[config.mk]
export PLATFORM = sky130hd
export DESIGN_NAME = serial_synth_cfg
export DESIGN_NICKNAME = d
export VERILOG_FILES = /design/src/rtl/serial_synth_cfg_pkg.sv /design/src/rtl/scfg_sync.sv /design/src/rtl/scfg_shifter.sv /design/src/rtl/scfg_cfg_reg.sv /design/src/rtl/scfg_test_mux.sv /design/src/rtl/serial_synth_cfg.sv
export SDC_FILE = /design/constraint.sdc
export NUM_CORES = 1
export LEC_CHECK = 0
export ABC_AREA = 1
export BUFFER_PORTS_ARGS = -buffer_cell sky130_fd_sc_hd__buf_2
export CORE_MARGIN = 1.5
export CORE_UTILIZATION = 39
export CTS_CLUSTER_SIZE = 30
export DETAILED_ROUTE_END_ITERATION = 8
export HOLD_SLACK_MARGIN = 0.06
export PLACE_DENSITY = 0.6
export SLEW_MARGIN = 20
export SYNTH_ARGS = -nofsm -noshare
export SYNTH_HDL_FRONTEND = slang
export SYNTH_SLANG_ARGS = --single-unit
[constraint.sdc]
create_clock -name clk -period 1.57 [get_ports clk]
set_clock_uncertainty 0.2 [all_clocks]
set_input_delay 0 -clock clk [delete_from_list [all_inputs] [get_ports clk]]
set_output_delay 0 -clock clk [all_outputs]
set_load 0.05 [all_outputs]
[src/rtl/serial_synth_cfg_pkg.sv]
package serial_synth_cfg_pkg;
  localparam int M_W     = 9;
  localparam int N_W     = 3;
  localparam int T_W     = 2;
  localparam int FRAME_W = T_W + N_W + M_W + 1;

  // Field order matches the serial frame: first bit sent sits in the MSB.
  typedef struct packed {
    logic [T_W-1:0] tsel;
    logic [N_W-1:0] ncode;
    logic [M_W-1:0] mdiv;
    logic           ssc;
  } cfg_t;

  localparam cfg_t CFG_RESET = '{tsel: 2'b01, ncode: '0, mdiv: M_W'(192), ssc: 1'b0};

  function automatic logic m_in_range(input logic [M_W-1:0] m, input int lo, input int hi);
    return (int'(m) >= lo) && (int'(m) <= hi);
  endfunction
endpackage

[src/rtl/scfg_sync.sv]
module scfg_sync #(
  parameter int W      = 3,
  parameter int STAGES = 2
) (
  input  logic         clk,
  input  logic         mr,
  input  logic [W-1:0] din,
  output logic [W-1:0] lvl,
  output logic [W-1:0] rise
);
  for (genvar i = 0; i < W; i++) begin : g_bit
    logic [STAGES:0] pipe;
    always_ff @(posedge clk or posedge mr) begin
      if (mr) pipe <= '0;
      else    pipe <= {pipe[STAGES-1:0], din[i]};
    end
    assign lvl[i]  = pipe[STAGES-1];
    assign rise[i] = pipe[STAGES-1] & ~pipe[STAGES];
  end
endmodule

[src/rtl/scfg_shifter.sv]
module scfg_shifter #(
  parameter int W = 15
) (
  input  logic         clk,
  input  logic         mr,
  input  logic         shift_en,
  input  logic         din,
  output logic [W-1:0] sr,
  output logic [W-1:0] sr_next
);
  assign sr_next = shift_en ? {sr[W-2:0], din} : sr;

  always_ff @(posedge clk or posedge mr) begin
    if (mr) sr <= '0;
    else    sr <= sr_next;
  end
endmodule

[src/rtl/scfg_cfg_reg.sv]
module scfg_cfg_reg
  import serial_synth_cfg_pkg::*;
#(
  parameter int M_MIN = 120,
  parameter int M_MAX = 336
) (
  input  logic clk,
  input  logic mr,
  input  logic upd,
  input  cfg_t d,
  output cfg_t q,
  output logic oor
);
  always_ff @(posedge clk or posedge mr) begin
    if (mr)       q <= CFG_RESET;
    else if (upd) q <= d;
  end

  assign oor = !m_in_range(q.mdiv, M_MIN, M_MAX);
endmodule

[src/rtl/scfg_test_mux.sv]
module scfg_test_mux #(
  parameter int T_W = 2
) (
  input  logic [T_W-1:0] sel,
  input  logic           readback,
  input  logic           mdiv_clk,
  input  logic           outdiv_clk,
  output logic           y
);
  always_comb begin
    unique case (sel)
      2'b00:   y = 1'b0;
      2'b01:   y = readback;
      2'b10:   y = mdiv_clk;
      default: y = outdiv_clk;
    endcase
  end
endmodule

[src/rtl/serial_synth_cfg.sv]
module serial_synth_cfg
  import serial_synth_cfg_pkg::*;
#(
  parameter int SYNC_STAGES = 2,
  parameter int M_MIN       = 120,
  parameter int M_MAX       = 336
) (
  input  logic           clk,
  input  logic           mr,
  input  logic           s_clock,
  input  logic           s_data,
  input  logic           s_load,
  input  logic           mdiv_clk_in,
  input  logic           outdiv_clk_in,
  output logic [M_W-1:0] m_div,
  output logic [N_W-1:0] n_code,
  output logic           ssc_en,
  output logic [T_W-1:0] test_sel,
  output logic           test_out,
  output logic           m_out_of_range
);
  localparam int IDX_CLK  = 0;
  localparam int IDX_DATA = 1;
  localparam int IDX_LOAD = 2;

  logic [2:0] s_lvl, s_rise;
  logic shift_evt, load_now, load_rise, cfg_upd;
  logic [FRAME_W-1:0] sr_word, sr_next;
  cfg_t cfg_q;

  scfg_sync #(.W(3), .STAGES(SYNC_STAGES)) u_sync (
    .clk(clk), .mr(mr), .din({s_load, s_data, s_clock}),
    .lvl(s_lvl), .rise(s_rise)
  );

  // Named events for the checker.
  assign shift_evt = s_rise[IDX_CLK];
  assign load_now  = s_lvl[IDX_LOAD];
  assign load_rise = s_rise[IDX_LOAD];
  assign cfg_upd   = load_now && (load_rise || shift_evt);

  scfg_shifter #(.W(FRAME_W)) u_shift (
    .clk(clk), .mr(mr), .shift_en(shift_evt), .din(s_lvl[IDX_DATA]),
    .sr(sr_word), .sr_next(sr_next)
  );

  scfg_cfg_reg #(.M_MIN(M_MIN), .M_MAX(M_MAX)) u_cfg (
    .clk(clk), .mr(mr), .upd(cfg_upd), .d(cfg_t'(sr_next)),
    .q(cfg_q), .oor(m_out_of_range)
  );

  scfg_test_mux #(.T_W(T_W)) u_mux (
    .sel(cfg_q.tsel), .readback(sr_word[FRAME_W-1]),
    .mdiv_clk(mdiv_clk_in), .outdiv_clk(outdiv_clk_in), .y(test_out)
  );

  assign m_div    = cfg_q.mdiv;
  assign n_code   = cfg_q.ncode;
  assign ssc_en   = cfg_q.ssc;
  assign test_sel = cfg_q.tsel;
endmodule

# After elaboration in Yosys (flattened, before gate mapping)

Index checks and enable logic that the tools add are counted.

ROM bits: 0
Output and inout bits: 17
RAM bits: 0
Latch bits: 0
Register bits after elaboration: 38
Memories kept: 0
Bits of input ports: 7

Order comparisons: 2
Multiplexer cells: 2
Reduce and logical (&&, ||, !) cells: 5
Shifts and indexed selects: 0
$add $sub $neg: 0
$mul: 0
Divide/modulo/power cells: 0
Bitwise operators: 4
Equality and inequality tests: 2

Operators by type and width:

| operator           | number |
|---|---|
| $mux 15            | 1 |
| $ge 9x7->1 const B | 1 |
| $le 9x9->1 const B | 1 |
| $pmux 1 s3         | 1 |
| $and 1x1->1        | 2 |
| $eq 2x1->1 const B | 1 |
| $eq 2x2->1 const B | 1 |
| $logic_and 1x1->1  | 2 |
| $logic_not 2->1    | 1 |
| $not 1->1          | 2 |
| $logic_not 1->1    | 1 |
| $logic_or 1x1->1   | 1 |

# Depth between registers and ports, before layout

Depth in word-level cells: 4
Depth in mapped cells: 8

# Cells and area by module

From an unflattened synthesis, not the netlist that was laid out.

Cell total of the unflattened synthesis: 147
Area total of the unflattened synthesis: 1589.0 um2

By module, submodules not included:

| module           | times used | cells each | seq. area each (um2) | area an instance (um2) |
|---|---|---|---|---|
| scfg_cfg_reg     | 1          | 54         | 379.1                | 644.4 |
| scfg_shifter     | 1          | 65         | 375.4                | 624.3 |
| scfg_sync        | 1          | 19         | 225.2                | 281.5 |
| scfg_test_mux    | 1          | 6          | 0.0                  | 27.5 |
| serial_synth_cfg | 1          | 3          | 0.0                  | 11.3 |

# Worst setup path after synthesis

OpenSTA, ideal clock, no wires.

Path type: reg2out
Start: reg u_cfg.q[14] (netlist name)
End: out test_out
Required time: 1.370 ns
Slack: -0.265 ns
Cell stages (with the launch flop): 3
Buffers on the path: 0
Arrival time: 1.635 ns
Cells stage by stage: dfrtp_1 -> nand2_1 -> a31oi_1

Word-level cells in the longest chain between the ends: 2
Elaborated cells between the ends (all ways): 4

Ends and longest elaborated chain:

| item                                     | RTL line               | RTL |
|---|---|---|
| from (decl)                              | scfg_cfg_reg.sv:11     | `output cfg_t q,` |
| from (signal assigned)                   | scfg_cfg_reg.sv:15     | `if (mr) q <= CFG_RESET;` |
| from (signal assigned)                   | scfg_cfg_reg.sv:16     | `else if (upd) q <= d;` |
| $eq 2x2->1, or another cell as far along | scfg_test_mux.sv:11    | `unique case (sel)` |
| $pmux 1 s3 *                             | scfg_test_mux.sv:11    |  |
| to (decl)                                | serial_synth_cfg.sv:19 | `output logic test_out,` |

Mark *: on every way between the ends. The rest lies on a longest branch, timed or not.

# Final worst setup path

Start: reg u_cfg.q[7] (netlist name)
End: out m_out_of_range

Word-level cells in the longest chain between the ends: 3
Elaborated cells between the ends (all ways): 4

Ends and longest elaborated chain:

| item                                            | RTL line                   | RTL |
|---|---|---|
| $ge 9x7->1 / $le 9x9->1 (equally long branches) | serial_synth_cfg_pkg.sv:18 | `return (int'(m) >= lo) && (int'(m) <= hi);` |
| $logic_and 1x1->1 *                             | serial_synth_cfg_pkg.sv:18 |  |
| $logic_not 1->1 *                               | scfg_cfg_reg.sv:19         | `assign oor = !m_in_range(q.mdiv, M_MIN, M_MAX);` |
| to (decl)                                       | serial_synth_cfg.sv:20     | `output logic m_out_of_range` |

Marked as above.

==> run summary <==
The remaining antenna violation count is 0. In this run the power spent charging and discharging nets is 983 uW. The number of distinct standard cells referenced by the synthesized netlist is 18. CTS placed an instance of clkbuf_8 at the clock tree root. The commonest cells after synthesis are nand2_1, dfrtp_1, inv_1, nor2_1, o21ai_0. The clock latency of the later-clocked register in the worst-skew pair is 0.30 ns. The number of warnings reported in the yosys synthesis log is 0. The gate count of the mapped netlist came out at 158. dfrtp_1 takes more of the synthesized area than any other cell. The overflow left after global routing is 0. The initial core utilization came out at 40.8%. The number of nets in the synthesized netlist came out at 165. The proportion of synthesized chip area in sequential cells came out at 63.8%. The max-capacitance violation count is 0. The count of buffering cells on the critical path with inverters included came out at 1. Summing all placed instances gives a cell area of 0.00165 mm2. The global placer's final weighted congestion is 0.748. The first-pass detailed-route iteration total came out at 4.

The average wire per standard cell is 11.2 um. The part of the total power dissipated in sequential elements is 41.5%. The final net count came out at 199.

In this design, the largest share of critical-path delay is due to flip-flops. The final-report max-slew violation count came out at 0. In the final layout, the share of cells above drive strength 1 is 28.0%.

The clock period minus worst slack is 1.58 ns. The actual transition at the worst max-transition pin is 0.455 ns. The worst setup path is of the flip-flop to primary output kind. The most common cell in the synthesized netlist is nand2_1. The die is 64.9 um wide. The tightest min-delay check is of the input pin to asynchronous set/reset pin type. The filler cells instantiated in the layout total 343. The required time of the worst setup path came out at 1.37 ns.

The flow ran to the end, but the final reports show violations. The number of flops mapped to enable cells by yosys came out at 0. The TritonCTS clock tree is yes. The final number of setup-violating endpoints is 1. The global router's overall resource usage is 15.3%. The initial antenna violation count is 0. The final hold violation count is 0. The proportion of power drawn by the clock network came out at 33.7%. Counting stages on the worst path, the most repeated cell is nand2_1. The most used flip-flop cell after synthesis is dfrtp_1. The worst-case IR drop observed on VDD is 0.000846 V. The cell-internal power came out at 2.04 mW.

The via count of the first global-routing pass came out at 1,121. The die outline area came out at 0.00421 mm2. The height of the die came out at 64.9 um. In the post-synthesis netlist, the biggest area contributors are dfrtp_1, nand2_1, dfstp_2.

The synthesized area divided by synthesized cell count came out at 9.46 um2. The area of the multi-input gates came out at 478 um2. For this run, the share of the core covered by cells in the final layout is 51.1%. The fraction of power consumed by combinational cells came out at 24.7%. The netlist area before placement came out at 0.00150 mm2. The count of cells along the worst register-to-register path came out at 7.

The final standard cell area without fillers came out at 0.00187 mm2. The normalized max-slew margin is 69.7%. Summed over all cells, the static leakage comes to 1.01 nW. The cell count along the critical path came out at 6.

The area share of the largest cell type after synthesis came out at 58.6%. In this run the core area contains 22 standard-cell rows. The count of port buffers added during placement came out at 23.

The setup TNS is -0.00590 ns. The routed design has 2.69 mm of wire. The longest clock path from root to sink contains 2 buffers. The total clock buffers created by CTS is 5. The fraction of registers with async set/reset is 100%. The critical path arrival came out at 1.38 ns. The clock transition at the register clock pins on the worst setup and hold paths after CTS came out at 0.08 ns. The number of antenna diodes in the final layout is 0. The checks that failed: setup timing. The synthesis-stage register bit count came out at 38. Of all nets on the critical path, the largest fanout is 3. STA classifies the critical path endpoint as a primary output. The signal on the critical path passes through nand2_2 > nor2b_1 > nand2_1 > nand2_1 > nand2_1 > buf_6.

The power density normalized to cell area came out at 1610 mW/mm2. The layout overhead on the synthesized area is 25.0%. The first global-routing pass estimated 4.75 mm of wire. Summing over every cut layer, the via total after detailed routing is 1,083.

In this run the standard cell core region covers 0.00366 mm2. The maximum operating frequency came out at 635 MHz. The largest net degree at the start of global routing came out at 39. The slowest stage of the critical path belongs to the cell dfstp_2. 24 I/O pins were placed. The register area came out at 955 um2.

The final critical-path setup slack is -0.00590 ns. The startpoint type of the worst setup path is a flip-flop. The detailed-placement wirelength estimate came out at 1.81 mm.

The tightest hold path in the finished design has a slack of 0.145 ns. The post-detailed-route DRC marker count is 0. The H-tree depth reported by CTS came out at 2. Net switching is 32.6% of the power. The highest cell delay on the worst timing path came out at 0.57 ns. The portion of the clock cycle consumed by the worst path in the final layout is 100%. Setup repair after global routing could not meet its margin everywhere. After the first detailed-routing iteration, the DRC count stood at 58. The total power of the final layout is 3.02 mW. The routed via count divided by cell count came out at 4.49. The number of clock sinks seen by CTS is 38.
==> state kept, by name (all words and copies together), names as in the netlist <==
name               count
u_cfg.q               15
u_shift.sr            15
u_sync.g_bit.pipe      8
==> final cells by class <==
| class | count | area share, % |
|---|---|---|
| inverter | 10 | 2.14 |
| multi-input combinational | 106 | 25.6 |
| clock inverter | 2 | 3.21 |
| sequential | 38 | 51.1 |
| clock buffer | 6 | 4.42 |
| tap | 48 | 3.21 |
| timing repair buffer | 31 | 10.4 |
==> stage by stage <==
step                std cells  setup slack (ns)
finish                    241          -0.00590
global route              241            -0.103
CTS                       241          -0.00281
detailed placement        227             0.122
global placement          227             0.177
floorplan                 158           0.00163
==> worst register-to-register path, delay by kind of cell (launching register included) <==
family | cells | cell delay (ns)
flip-flops | 1 | 0.41
buffers and inverters | 2 | 0.28
AND/OR/NAND/NOR | 5 | 0.43
==> cell families after synthesis <==
family | count (synthesis) | synth area share, %
AO/OA/AOI/OAI | 10 | 4.18
buffers and inverters | 14 | 5.27
AND/OR/NAND/NOR | 96 | 26.7
flip-flops | 38 | 63.8
==> power by group through the flow <==
stage / Combinational [mW] / Sequential, mW / Clock [mW]
final: 0.746 / 1.25 / 1.02
after global routing: 0.811 / 1.28 / 1.09
after CTS: 0.753 / 1.25 / 1.04
after detailed placement: 0.701 / 1.27 / 0
after global placement: 0.694 / 1.27 / 0
after floorplan: 0.290 / 1.52 / 0
==> placed cells by master (no fill, tap or decap), types with 2 or more instances in the layout <==
master and n:
nand2_4 2, nor2_1 5, inv_1 8, dfstp_2 3, dlygate4sd3_1 4, buf_2 21
dfrtp_1 35, o21ai_2 3, bufinv_16 2, nand2_2 6, o21ai_0 5, clkbuf_8 6
buf_4 5, nand2_1 79
==> final timing paths <==
check | end | slack (ns) | startpoint
setup reg to reg | u_cfg.q[2]$_DFFE_PP0P_ | 0.15 | u_sync.g_bit[0].pipe[2]$_DFF_PP0_
min in group clk | u_sync.g_bit[2].pipe[0]$_DFF_PP0_ | 0.15 | s_load
setup / recovery | m_out_of_range | -0.006 | u_cfg.q[7]$_DFFE_PP1P_
hold / removal | u_cfg.q[0]$_DFFE_PP0P_ | 0.15 | mr
max in group asynchronous | u_cfg.q[8]$_DFFE_PP1P_ | 0.67 | mr
hold reg to reg | u_sync.g_bit[2].pipe[1]$_DFF_PP0_ | 0.15 | u_sync.g_bit[2].pipe[0]$_DFF_PP0_
==> metal layers <==
| layer | GRT usage (%) | wire length, um |
|---|---|---|
| met5 | 0 | 0 |
| met3 | 4.69 | 112 |
| met4 | 9.04 | 65 |
| met2 | 25.9 | 1340 |
| met1 | 16.8 | 1170 |
==> repair_timing <==
action / in CTS / in global routing
gates resized for setup: 6 / 2
pin swaps: 2 / 2
hold buffers: 4 / 0
buffers inserted: 2 / 0
hold endpoints to repair: 41 / 0
setup endpoints to repair: 2 / 2
Power figures use the tool's default switching activity.
